<file path="src/rtl/cfg_bank_pkg.sv">
package cfg_bank_pkg;
  typedef enum logic [2:0] {
    L_IDLE, L_ADDR, L_IDX, L_DATA, L_ACK, L_TX, L_MACK
  } link_st_e;

  localparam logic [7:0] IDX_OFS  = 8'h00;
  localparam logic [7:0] IDX_CUR  = 8'h01;
  localparam logic [7:0] IDX_MISC = 8'h03;
  localparam logic [7:0] IDX_REV  = 8'h13;

  // bit2: socket seen, bit1: line pulsed, bit0: watchdog enable
  localparam logic [2:0] MISC_DEF = 3'b100;
endpackage

</file>
<file path="src/rtl/cfg_sync.sv">
module cfg_sync #(
  parameter int          W       = 4,
  parameter int          STAGES  = 2,
  parameter logic [W-1:0] RST_VAL = '0
) (
  input  logic         clk_i,
  input  logic         rst_ni,
  input  logic [W-1:0] d_i,
  output logic [W-1:0] q_o
);
  logic [W-1:0] stg [STAGES];

  for (genvar g = 0; g < STAGES; g++) begin : g_stage
    always_ff @(posedge clk_i or negedge rst_ni) begin
      if (!rst_ni)     stg[g] <= RST_VAL;
      else if (g == 0) stg[g] <= d_i;
      else             stg[g] <= stg[(g > 0) ? g - 1 : 0];
    end
  end

  assign q_o = stg[STAGES-1];
endmodule

</file>
<file path="src/rtl/cfg_link.sv">
module cfg_link
  import cfg_bank_pkg::*;
#(
  parameter logic [6:0] DEV_HI = 7'h2F,
  parameter logic [6:0] DEV_LO = 7'h2E
) (
  input  logic       clk_i,
  input  logic       rst_ni,
  input  logic       scl_i,
  input  logic       sda_i,
  input  logic       addr_sel_i,
  input  logic [7:0] rd_data_i,
  output logic [7:0] rd_idx_o,
  output logic       wr_o,
  output logic [7:0] wr_idx_o,
  output logic [7:0] wdata_o,
  output logic       sda_oe_o
);
  link_st_e   st, after;
  logic       scl_q, sda_q;
  logic [3:0] cnt;
  logic [7:0] sh, tx, idx;
  logic       mack;
  logic [6:0] dev;

  wire rise  = scl_i & ~scl_q;
  wire fall  = ~scl_i & scl_q;
  wire start = scl_i & scl_q & sda_q & ~sda_i;
  wire stop  = scl_i & scl_q & ~sda_q & sda_i;

  assign dev      = addr_sel_i ? DEV_HI : DEV_LO;
  assign rd_idx_o = idx;

  always_ff @(posedge clk_i or negedge rst_ni) begin
    if (!rst_ni) begin
      st       <= L_IDLE;
      after    <= L_IDLE;
      scl_q    <= 1'b1;
      sda_q    <= 1'b1;
      cnt      <= '0;
      sh       <= '0;
      tx       <= '0;
      idx      <= '0;
      mack     <= 1'b0;
      wr_o     <= 1'b0;
      wr_idx_o <= '0;
      wdata_o  <= '0;
      sda_oe_o <= 1'b0;
    end else begin
      scl_q <= scl_i;
      sda_q <= sda_i;
      wr_o  <= 1'b0;
      if (start) begin
        st       <= L_ADDR;
        cnt      <= '0;
        sda_oe_o <= 1'b0;
      end else if (stop) begin
        st       <= L_IDLE;
        sda_oe_o <= 1'b0;
      end else begin
        unique case (st)
          L_ADDR, L_IDX, L_DATA: begin
            if (rise) begin
              sh  <= {sh[6:0], sda_i};
              cnt <= cnt + 4'd1;
            end else if (fall && cnt == 4'd8) begin
              cnt <= '0;
              if (st == L_ADDR) begin
                if (sh[7:1] == dev) begin
                  sda_oe_o <= 1'b1;
                  st       <= L_ACK;
                  after    <= sh[0] ? L_TX : L_IDX;
                end else begin
                  st <= L_IDLE;
                end
              end else if (st == L_IDX) begin
                idx      <= sh;
                sda_oe_o <= 1'b1;
                st       <= L_ACK;
                after    <= L_DATA;
              end else begin
                wr_o     <= 1'b1;
                wr_idx_o <= idx;
                wdata_o  <= sh;
                idx      <= idx + 8'd1;
                sda_oe_o <= 1'b1;
                st       <= L_ACK;
                after    <= L_DATA;
              end
            end
          end
          L_ACK: begin
            if (fall) begin
              st  <= after;
              cnt <= '0;
              if (after == L_TX) begin
                tx       <= rd_data_i;
                sda_oe_o <= ~rd_data_i[7];
              end else begin
                sda_oe_o <= 1'b0;
              end
            end
          end
          L_TX: begin
            if (fall) begin
              if (cnt == 4'd7) begin
                sda_oe_o <= 1'b0;
                idx      <= idx + 8'd1;
                st       <= L_MACK;
              end else begin
                tx       <= {tx[6:0], 1'b0};
                sda_oe_o <= ~tx[6];
                cnt      <= cnt + 4'd1;
              end
            end
          end
          L_MACK: begin
            if (rise) begin
              mack <= ~sda_i;
            end else if (fall) begin
              if (mack) begin
                tx       <= rd_data_i;
                sda_oe_o <= ~rd_data_i[7];
                cnt      <= '0;
                st       <= L_TX;
              end else begin
                st <= L_IDLE;
              end
            end
          end
          default: ;
        endcase
      end
    end
  end
endmodule

</file>
<file path="src/rtl/cfg_regs.sv">
module cfg_regs
  import cfg_bank_pkg::*;
#(
  parameter int         VID_W  = 5,
  parameter int         CUR_W  = 7,
  parameter logic [7:0] REV_ID = 8'h00
) (
  input  logic             clk_i,
  input  logic             rst_ni,
  input  logic             wr_i,
  input  logic [7:0]       wr_idx_i,
  input  logic [7:0]       wdata_i,
  input  logic [7:0]       rd_idx_i,
  output logic [7:0]       rd_data_o,
  input  logic [CUR_W-1:0] load_cur_i,
  input  logic             sock_i,
  input  logic             line_low_i,
  output logic             wd_hit_o,
  output logic [VID_W-1:0] vid_o,
  output logic [2:0]       misc_o
);
  logic [VID_W-1:0] vid;
  logic [CUR_W-1:0] cur;
  logic [2:0]       misc;
  logic             unused_w;

  assign wd_hit_o = line_low_i & misc[0];
  assign unused_w = ^wdata_i;

  always_ff @(posedge clk_i or negedge rst_ni) begin
    if (!rst_ni) begin
      vid  <= '0;
      cur  <= '0;
      misc <= MISC_DEF;
    end else if (sock_i) begin
      vid  <= '0;
      cur  <= '0;
      misc <= MISC_DEF;
    end else if (wd_hit_o) begin
      vid     <= '0;
      cur     <= '0;
      misc[1] <= 1'b1;
    end else begin
      cur <= load_cur_i;
      if (wr_i) begin
        if (wr_idx_i == IDX_OFS)  vid  <= wdata_i[VID_W-1:0];
        if (wr_idx_i == IDX_MISC) misc <= {misc[2] & wdata_i[2], misc[1] & wdata_i[1], wdata_i[0]};
      end
    end
  end

  always_comb begin
    rd_data_o = '0;
    unique case (rd_idx_i)
      IDX_OFS:  rd_data_o[VID_W-1:0] = vid;
      IDX_CUR:  rd_data_o[CUR_W-1:0] = cur;
      IDX_MISC: rd_data_o[2:0]       = misc;
      IDX_REV:  rd_data_o            = REV_ID;
      default:  rd_data_o            = '0;
    endcase
  end

  assign vid_o  = vid;
  assign misc_o = misc;
endmodule

</file>
<file path="src/rtl/cfg_ofs_map.sv">
module cfg_ofs_map #(
  parameter int VID_W   = 5,
  parameter int MV_W    = 10,
  parameter int STEP_MV = 25,
  parameter int TOP_MV  = 800
) (
  input  logic [VID_W-1:0] code_i,
  output logic [MV_W-1:0]  mv_o
);
  // all-ones code jumps past the linear step
  assign mv_o = (&code_i) ? MV_W'(TOP_MV) : MV_W'(code_i) * MV_W'(STEP_MV);
endmodule

</file>
<file path="src/rtl/cfg_bank.sv">
module cfg_bank
  import cfg_bank_pkg::*;
#(
  parameter int         SYNC_STAGES = 2,
  parameter logic [6:0] DEV_HI      = 7'h2F,
  parameter logic [6:0] DEV_LO      = 7'h2E,
  parameter int         VID_W       = 5,
  parameter int         CUR_W       = 7,
  parameter int         MV_W        = 10,
  parameter int         STEP_MV     = 25,
  parameter int         TOP_MV      = 800,
  parameter logic [7:0] REV_ID      = 8'h00
) (
  input  logic             clk_i,
  input  logic             rst_ni,
  input  logic             scl_i,
  input  logic             sda_i,
  output logic             sda_oe_o,
  input  logic             addr_sel_i,
  input  logic             socket_i,
  input  logic             rst_line_ni,
  input  logic [CUR_W-1:0] load_cur_i,
  output logic [VID_W-1:0] vid_ofs_o,
  output logic [MV_W-1:0]  ofs_mv_o,
  output logic             wd_en_o
);
  localparam int NSYNC = 4;

  logic [NSYNC-1:0] sync_q;
  logic       scl_s, sda_s, sock_s, line_s;
  logic       lnk_wr;
  logic [7:0] lnk_wr_idx, lnk_wdata, lnk_rd_idx, rd_data;
  logic       wd_hit;
  logic [2:0] misc_q;

  cfg_sync #(
    .W(NSYNC), .STAGES(SYNC_STAGES), .RST_VAL(4'b1011)
  ) u_sync (
    .clk_i (clk_i),
    .rst_ni(rst_ni),
    .d_i   ({rst_line_ni, socket_i, sda_i, scl_i}),
    .q_o   (sync_q)
  );

  assign scl_s  = sync_q[0];
  assign sda_s  = sync_q[1];
  assign sock_s = sync_q[2];
  assign line_s = sync_q[3];

  cfg_link #(.DEV_HI(DEV_HI), .DEV_LO(DEV_LO)) u_link (
    .clk_i     (clk_i),
    .rst_ni    (rst_ni),
    .scl_i     (scl_s),
    .sda_i     (sda_s),
    .addr_sel_i(addr_sel_i),
    .rd_data_i (rd_data),
    .rd_idx_o  (lnk_rd_idx),
    .wr_o      (lnk_wr),
    .wr_idx_o  (lnk_wr_idx),
    .wdata_o   (lnk_wdata),
    .sda_oe_o  (sda_oe_o)
  );

  cfg_regs #(.VID_W(VID_W), .CUR_W(CUR_W), .REV_ID(REV_ID)) u_regs (
    .clk_i     (clk_i),
    .rst_ni    (rst_ni),
    .wr_i      (lnk_wr),
    .wr_idx_i  (lnk_wr_idx),
    .wdata_i   (lnk_wdata),
    .rd_idx_i  (lnk_rd_idx),
    .rd_data_o (rd_data),
    .load_cur_i(load_cur_i),
    .sock_i    (sock_s),
    .line_low_i(~line_s),
    .wd_hit_o  (wd_hit),
    .vid_o     (vid_ofs_o),
    .misc_o    (misc_q)
  );

  cfg_ofs_map #(
    .VID_W(VID_W), .MV_W(MV_W), .STEP_MV(STEP_MV), .TOP_MV(TOP_MV)
  ) u_map (
    .code_i(vid_ofs_o),
    .mv_o  (ofs_mv_o)
  );

  assign wd_en_o = misc_q[0];
endmodule

</file>
<file path="config.mk">
export PLATFORM = sky130hd
export DESIGN_NAME = cfg_bank
export DESIGN_NICKNAME = d
export VERILOG_FILES = /design/src/rtl/cfg_bank_pkg.sv /design/src/rtl/cfg_sync.sv /design/src/rtl/cfg_link.sv /design/src/rtl/cfg_regs.sv /design/src/rtl/cfg_ofs_map.sv /design/src/rtl/cfg_bank.sv
export SDC_FILE = /design/constraint.sdc
export NUM_CORES = 1
export LEC_CHECK = 0
export ABC_AREA = 1
export BUFFER_PORTS_ARGS = -buffer_cell sky130_fd_sc_hd__buf_2
export CAP_MARGIN = 20
export CORE_ASPECT_RATIO = 2
export CORE_MARGIN = 4
export CORE_UTILIZATION = 54
export CTS_CLUSTER_DIAMETER = 40
export DETAILED_ROUTE_END_ITERATION = 10
export GPL_ROUTABILITY_DRIVEN = 0
export MAX_ROUTING_LAYER = met4
export PLACE_DENSITY = 0.8
export RECOVER_POWER = 25
export REMOVE_ABC_BUFFERS = 1
export SLEW_MARGIN = 5
export SYNTH_ARGS = -nofsm -noshare
export SYNTH_HDL_FRONTEND = slang
export SYNTH_SLANG_ARGS = --single-unit
</file>
<file path="constraint.sdc">
create_clock -name clk_i -period 3.6 [get_ports clk_i]
set_input_delay 0.72 -clock clk_i [delete_from_list [all_inputs] [get_ports clk_i]]
set_output_delay 0.72 -clock clk_i [all_outputs]
set_load 0.05 [all_outputs]
</file>
==> out/metrics.yaml, run 1 <==
placed_design:
  postPlaceCellArea_um2: 4450
  preCtsSetupSlack_ps: 368
  dp.final_hpwl_um: 7330
  port_buffers: 30
layout:
  fill_cells: 641
  multiInputGateArea_um2: 2090
  drive_above_1_share: 0.181
  diodes: 0
  design_area_um2: 4800
  area_growth_pct: 13.2
  regArea_um2: 1870
  nets: 611
  final_util: 0.632
power:
  vdd_ir_drop_max_mv: 0.363
  p_leak_nw: 2.48
  p_total_mw: 2.98
  powerDensity_nw_per_um2: 620
run_status:
  status: "complete, but fails checks"
  violations: "max-capacitance violations, max-slew violations"
setup_path:
  path_max_fanout: 7
  crit_family: "adder cells"
  r2r_setup_slack_ps: 1380
  worstPathBufferInverterCount: 3
  path_cells: "inv_1, ha_1, inv_1, ha_1, ha_4, ha_4, nand2_1, nor2_1, nand2_1, o211ai_1, a21oi_1, o21ai_0, buf_4"
  worstRegToRegCells: 8
  cp-end-kind: "output port"
  cp_slowest_cell: "dfrtp_2"
  cp-start-kind: "flop"
  cp.arrival_ps: 2720
  path_class: "reg -> out"
  crit_required_ps: 2880
  cpPeakStageDelay_ps: 410
  path_depth: 13
routing:
  wl_per_cell_um: 14.4
  drtAntennaViolNets: 0
  vias_per_cell: 5.42
  firstDrtPassIters: 5
  num_vias: 3649
  drc: 0
  first_iter_violations: 232
  drt-total-wl_um: 9710
logic_synthesis:
  syn_area_um2: 4240
  syn_area_per_cell_um2: 7.86
  yosys_warnings: 0
  synth_edf_count: 0
  synth-simple-area-share: 0.305
  ys_seq_area_frac: 0.439
  synth_adder_area_share: 0.0696
  synthCells: 540
  synth_xor_xnor_area_share: 0.0103
  synthDistinctLibCells: 38
  ys_ff_latch: 74
  synthFlopType: "dfrtp_1"
  synthArstFlopShare: 1.00
  synth_compound_area_frac: 0.101
  synth_top_family_by_area: "simple AND/OR/NAND/NOR gates"
  yosys-mux-area-fraction: 0
clocking:
  h-tree-depth: 3
  tritoncts: "done"
  clockBufferDepth: 2
  cts_buffers: 9
  clk_latency_ps: 340
  cts-root-buf: "clkbuf_16"
  cts_hold_buf: 0
  clkTransAtPathRegs_ps: 50
  clock-sinks: 74
global_route:
  antenna_found_initial: 0
  grt_usage: 0.228
  grt_pass1_wl_um: 16500
  grt_max_degree: 75
  grt_pass1_vias: 3747
  grt_overflow: 0
sta:
  slew_headroom: -0.194
  whs_ps: 353
  worst-slew-pin-transition_ps: 1790
  setup_viol: 0
  setup_ws_ps: 162
  fin_crit_sh: 0.955
  fin_skew_ps: 10.5
  hold_viol_final: 0
  rsz0062_at_grt: "false"
  fmax_mhz: 291
  maxSlewViolCount: 75
  finalCriticalPeriod_ps: 3440
floorplanning:
  row_count: 45
  io_pins: 31
  die-area_um2: 9430
  coreArea_um2: 7600
  initial_utilization: 0.558
  fp.dieW_um: 70.7
  die_h_um: 133
hold_path:
  min_path_type: "reg -> reg"
  holdPathStages: 0
job:
  maxCapViolCount: 1
-- synthesized netlist by cell type, drive strengths merged (3+ instances only) --
cell type,instances,area share
nand2,157,0.14
dfrtp,65,0.38
inv,64,0.057
nor2,59,0.060
nand3,57,0.073
o21ai,47,0.064
ha,22,0.065
a21oi,18,0.022
dfstp,9,0.056
buf,7,0.014
nor3,7,0.014
or2,4,0.0059
clkbuf,3,0.0027
o211ai,3,0.0053
xnor2,3,0.0062
-- flip-flops by register name (all words and copies together) (netlist names), 3 cells and up --
name,count
u_regs.misc_o,3
u_regs.cur,7
u_link.tx,7
u_link.cnt,4
u_link.wdata_o,5
u_link.wr_idx_o,8
u_link.after,3
u_link.sh,8
u_regs.vid_o,5
u_sync.stg,4
u_sync.q_o,4
u_link.rd_idx_o,8
u_link.st,3
-- through the flow --
step | cells | TNS [ps]
final | 673 | 0
after floorplan | 530 | -464
after CTS | 671 | 0
after detailed placement | 655 | 0
after global routing | 673 | 0
after global placement | 655 | 0
-- cells by family (layout without fill, tap and decap cells) --
group,count (synthesis),count (layout)
simple gates,290,290
compound gates,73,73
flops,74,74
buf+inv,75,114
fa+ha+maj,23,23
xor+xnor,5,5
-- layout by cell type, fill, tap and decap left out, types with 2 or more instances in the layout --
cell,count
nand3b_1,2
nor2_1,51
o21ai_0,28
dfstp_1,2
clkbuf_1,2
nor2_4,3
dfrtp_1,61
nor3_1,5
nand3_1,54
xor2_1,2
nor4_1,2
inv_1,56
buf_2,28
o21ai_2,10
xnor2_1,3
nand2_2,5
a21oi_1,17
o21ai_1,9
ha_1,20
nor3_4,2
dfrtp_2,4
o211ai_1,3
nor2_2,5
clkbuf_16,9
nand2_1,151
nand4_1,2
dfstp_2,7
clkinvlp_4,3
buf_4,3
ha_4,2
inv_2,7
or2_2,4
nand3_2,2
a31oi_1,2
-- worst paths after layout --
check | startpoint | endpoint
max reg2reg | u_link.st[1]$_DFFE_PN0P_ | u_link.rd_idx_o[1]$_DFFE_PN0P_
max in group asynchronous | rst_ni | u_regs.vid_o[4]$_DFFE_PN0P_
min reg2reg | u_sync.stg[6]$_DFF_PN0_ | u_sync.q_o[2]$_DFF_PN0_
max | u_regs.vid_o[3]$_DFFE_PN0P_ | ofs_mv_o[9]
min | u_sync.stg[6]$_DFF_PN0_ | u_sync.q_o[2]$_DFF_PN0_
min in group asynchronous | rst_ni | u_link.cnt[0]$_DFFE_PN0P_
-- metal layers --
layer / GRT usage / part of all wire / vias up
li1: - / - / 1814
met1: 0.220 / 0.36 / 1685
met2: 0.397 / 0.55 / 101
met3: 0.0332 / 0.036 / 49
met4: 0.173 / 0.063 / 0
met5: - / 0 / -
-- layout make-up --
class | instances | share of cell area
clock buffer | 12 | 0.0513
clock inverter | 4 | 0.0109
inverter | 65 | 0.0516
multi-input combinational | 391 | 0.435
sequential | 74 | 0.389
tap | 94 | 0.0245
timing repair buffer | 33 | 0.0373
-- power by group --
part | switching [mW] | total [mW] | internal, mW
Combinational | 0.686 | 0.976 | 0.290
Clock | 0.335 | 0.890 | 0.555
Sequential | 0.141 | 1.11 | 0.969
Total | 1.16 | 2.98 | 1.82
-- what timing repair did --
item                                    CTS  global route
setup buffers                             0             2
endpoints found under the setup margin    0             2
gates resized for setup                   0            13
Note: power is estimated with default switching activity, not from simulation.
==> run 2, diff against run 1 <==
- CELL_PAD_IN_SITES_DETAIL_PLACEMENT: default -> 0
- CELL_PAD_IN_SITES_GLOBAL_PLACEMENT: default -> 2
- CORE_UTILIZATION: 54 -> 36
- PLACE_DENSITY: 0.8 -> 0.87
==> out/metrics.yaml, run 2 (synthesis results as in run 1) <==
layout:
  nets: 612
  diodes: 0
  fill_cells: 1194
  drive_above_1_share: 0.179
  area_growth_pct: 15.0
  design_area_um2: 4880
  final_cell_mix: "nand2_1 (151), dfrtp_1 (62), inv_1 (56)"
  multiInputGateArea_um2: 2080
  final_cell_count_no_fill: 722
  layout_commonest_cell: "nand2_1"
  regArea_um2: 1870
clocking:
  clock-sinks: 74
  clockBufferDepth: 2
  cts-root-buf: "clkbuf_16"
  cts_hold_buf: 0
  tritoncts: "done"
  clk_latency_ps: 330
  clkTransAtPathRegs_ps: 60
  cts_buffers: 9
  h-tree-depth: 3
setup_path:
  cp-end-kind: "output port"
  path_class: "reg -> out"
  cp_slowest_cell: "dfrtp_2"
  reg2reg_from: "u_link.st[1]$_DFFE_PN0P_"
  cp_common_cell: "ha_1"
  worstPathBufferInverterCount: 3
  crit_family: "adder cells"
  crit-reg2reg-capture: "u_link.rd_idx_o[3]$_DFFE_PN0P_"
  cp.arrival_ps: 2770
  worstRegToRegCells: 8
  cpPeakStageDelay_ps: 410
  r2r_setup_slack_ps: 1320
  path_max_fanout: 6
  crit_required_ps: 2880
  path_cells: "inv_1, ha_1, inv_1, ha_1, ha_1, ha_4, nand2_1, nor2_1, nand2_1, o211ai_1, a21oi_1, o21ai_0, buf_4"
  cp-start-kind: "flop"
placed_design:
  dp.final_hpwl_um: 8140
  dp.cells: 702
  preCtsSetupSlack_ps: 309
  postPlaceCellArea_um2: 4500
  port_buffers: 30
run_status:
  violations: "max-capacitance violations, max-slew violations"
  status: "complete, but fails checks"
hold_path:
  holdPathStages: 0
  min_to: "u_sync.q_o[2]$_DFF_PN0_"
  min_path_type: "reg -> reg"
  worstHoldStart: "u_sync.stg[6]$_DFF_PN0_"
routing:
  num_vias: 3583
  drt-total-wl_um: 10500
  drtAntennaViolNets: 0
  wl_per_cell_um: 14.6
  vias_per_cell: 4.96
  first_iter_violations: 242
  drc: 0
  firstDrtPassIters: 5
global_route:
  grt_pass1_wl_um: 17400
  grt_pass1_vias: 3585
  grt_usage: 0.166
  antenna_found_initial: 0
  grt_overflow: 0
  grt_max_degree: 75
floorplanning:
  die-area_um2: 13700
  initial_utilization: 0.371
  row_count: 55
  fp.dieW_um: 84.8
  io_pins: 31
  coreArea_um2: 11400
  die_h_um: 162
sta:
  fin_crit_sh: 0.968
  fin_skew_ps: 4.60
  whs_ps: 350
  hold_viol_final: 0
  setup_ws_ps: 114
  finalCriticalPeriod_ps: 3490
  setup_viol: 0
  slew_headroom: -0.234
  fmax_mhz: 287
  worst-slew-pin-transition_ps: 1850
  maxSlewViolCount: 75
  finalSetupTns_ps: 0
power:
  powerDensity_nw_per_um2: 627
  p_leak_nw: 2.51
  vdd_ir_drop_max_mv: 0.313
job:
  maxCapViolCount: 1
-- run 2: how the worst max path moves through the flow --
| stage | slack (ps) | endpoint | cells past startpoint | start |
|---|---|---|---|---|
| finish | 110 | ofs_mv_o[9] | 13 | u_regs.vid_o[3]$_DFFE_PN0P_ |
| global route | -20 | ofs_mv_o[9] | 13 | u_regs.vid_o[3]$_DFFE_PN0P_ |
| CTS | 30 | ofs_mv_o[9] | 12 | u_regs.vid_o[4]$_DFFE_PN0P_ |
| detailed placement | 310 | ofs_mv_o[9] | 13 | u_regs.vid_o[3]$_DFFE_PN0P_ |
| global placement | 380 | ofs_mv_o[9] | 13 | u_regs.vid_o[3]$_DFFE_PN0P_ |
| floorplan | -460 | ofs_mv_o[9] | 11 | u_regs.vid_o[3]$_DFFE_PN0P_ |
-- run 2: layer usage --
layer,share of wire,up-vias,track usage,wire (µm)
li1,-,1815,-,-
met1,0.36,1683,0.158,3780
met2,0.58,59,0.316,6130
met3,0.021,26,0.0245,225
met4,0.038,0,0.0829,402
met5,0,-,-,0
-- run 2: timing repair --
| action | CTS | global route |
|---|---|---|
| gates resized for setup | 3 | 5 |
| endpoints found under the setup margin | 2 | 2 |
| hold endpoints to repair | 0 | 0 |
| pin swaps | 0 | 0 |
| buffers inserted | 0 | 4 |
-- run 2: final cells by class --
| class | instances | area share |
|---|---|---|
| multi-input combinational | 391 | 0.426 |
| sequential | 74 | 0.383 |
| timing repair buffer | 34 | 0.0387 |
| inverter | 65 | 0.0508 |
| tap | 142 | 0.0364 |
| clock buffer | 11 | 0.0498 |
| clock inverter | 5 | 0.0159 |
-- run 2: power by group --
group	total (mW)	internal [mW]	switching, mW
clock network	0.965	0.623	0.342
registers	1.10	0.969	0.136
logic	0.988	0.290	0.698
total	3.06	1.88	1.18
-- run 2: stage by stage --
stage	total power, mW	util
after floorplan	1.83	-
after global placement	2.10	0.394
after detailed placement	2.11	0.394
after CTS	3.09	0.423
after global routing	3.27	0.427
final	3.06	0.427
==> run 3, diff against run 2 <==
- RECOVER_POWER: 25 -> 100
==> out/metrics.yaml, run 3 (synthesis results as in run 1) <==
floorplanning:
  die_h_um: 162
  io_pins: 31
  coreArea_um2: 11400
  initial_utilization: 0.371
  die-area_um2: 13700
  fp.dieW_um: 84.8
  row_count: 55
layout:
  final_cell_mix: "nand2_1 (154), dfrtp_1 (62), inv_1 (59)"
  nets: 612
  design_area_um2: 4780
  layout_commonest_cell: "nand2_1"
  drive_above_1_share: 0.121
  diodes: 0
  final_util: 0.419
  fill_cells: 1211
  area_growth_pct: 12.7
routing:
  first_iter_violations: 216
  num_vias: 3579
  drt-total-wl_um: 10600
  wl_per_cell_um: 14.6
  drc: 0
  vias_per_cell: 4.96
  firstDrtPassIters: 4
  drtAntennaViolNets: 0
clocking:
  clk_latency_ps: 330
  cts_buffers: 9
  clockBufferDepth: 2
  clkTransAtPathRegs_ps: 60
  cts_hold_buf: 0
  tritoncts: "done"
  h-tree-depth: 3
  clock-sinks: 74
  cts-root-buf: "clkbuf_16"
sta:
  hold_viol_final: 0
  slew_headroom: -0.229
  setup_viol: 0
  fin_crit_sh: 0.968
  whs_ps: 351
  maxSlewViolCount: 75
  fin_skew_ps: 3.85
  worst-slew-pin-transition_ps: 1840
  fmax_mhz: 287
  finalSetupTns_ps: 0
  finalCriticalPeriod_ps: 3490
global_route:
  grt_max_degree: 75
  antenna_found_initial: 0
  grt_pass1_wl_um: 17400
  grt_pass1_vias: 3585
  grt_usage: 0.166
  grt_overflow: 0
power:
  vdd_ir_drop_max_mv: 0.309
  p_leak_nw: 2.42
  powerDensity_nw_per_um2: 630
run_status:
  violations: "max-capacitance violations, max-slew violations"
  status: "complete, but fails checks"
placed_design:
  port_buffers: 30
  postPlaceCellArea_um2: 4500
  dp.final_hpwl_um: 8140
setup_path:
  cp-start-kind: "flop"
  path_max_fanout: 6
  cp.arrival_ps: 2770
  path_class: "reg -> out"
  cp-end-kind: "output port"
  crit_required_ps: 2880
hold_path:
  min_path_type: "reg -> reg"
job:
  maxCapViolCount: 1
==> run 3: final timing paths <==
check                                                  from                       endpoint  slack [ps]  depth (start not counted)
worst max-delay path            u_regs.vid_o[0]$_DFFE_PN0P_                    ofs_mv_o[8]         110                         10
worst min-delay path                u_sync.stg[6]$_DFF_PN0_        u_sync.q_o[2]$_DFF_PN0_         350                          0
worst max register to register       u_link.scl_q$_DFF_PN1_  u_link.wdata_o[1]$_DFFE_PN0P_         680                          7
worst min register to register      u_sync.stg[6]$_DFF_PN0_        u_sync.q_o[2]$_DFF_PN0_         350                          0
max in group asynchronous                            rst_ni    u_regs.vid_o[4]$_DFFE_PN0P_        1490                          1
min in group asynchronous                            rst_ni      u_link.cnt[0]$_DFFE_PN0P_         900                          1
==> run 3: timing repair <==
item,in CTS,in global routing
gates cloned,0,0
setup buffers,0,4
setup endpoints to repair,2,2
hold endpoints to repair,0,0
gates resized for setup,3,5
==> run 3: cell type report <==
cell class	instances	area, µm²	share of cell area
Tap cell	142	178	0.0372
Sequential cell	74	1870	0.390
Inverter	65	248	0.0518
Clock inverter	5	77.6	0.0162
Clock buffer	11	243	0.0508
Timing Repair Buffer	34	173	0.0361
Multi-Input combinational cell	391	2000	0.417
==> run 3: layer usage <==
| layer | GRT usage | share of wire | wire (µm) |
|---|---|---|---|
| met3 | 0.0245 | 0.024 | 251 |
| met4 | 0.0829 | 0.043 | 454 |
| met1 | 0.158 | 0.36 | 3790 |
| met5 | - | 0 | 0 |
| met2 | 0.316 | 0.57 | 6070 |
==> run 3: worst max-delay path, stage by stage (launching register included) <==
cell and delay [ps]:
dfrtp_2 450, ha_1 310, ha_1 280, ha_1 170
inv_1 70, fa_1 410, nor2_2 140, a21oi_1 80
or2_2 280, nand3_1 80, buf_6 170
==> run 3: metrics by stage <==
step                power, mW  std cells  setup WS, ps
global route             3.22        722         -24.1
global placement         2.10        702           382
finish                   3.01        722           114
detailed placement       2.11        702           309
CTS                      3.09        718          32.1
floorplan                1.83        530          -464
==> run 3: power breakdown <==
group / internal [mW] / switching, mW / total (mW)
logic: 0.274 / 0.672 / 0.946
registers: 0.969 / 0.131 / 1.10
clock network: 0.623 / 0.342 / 0.966
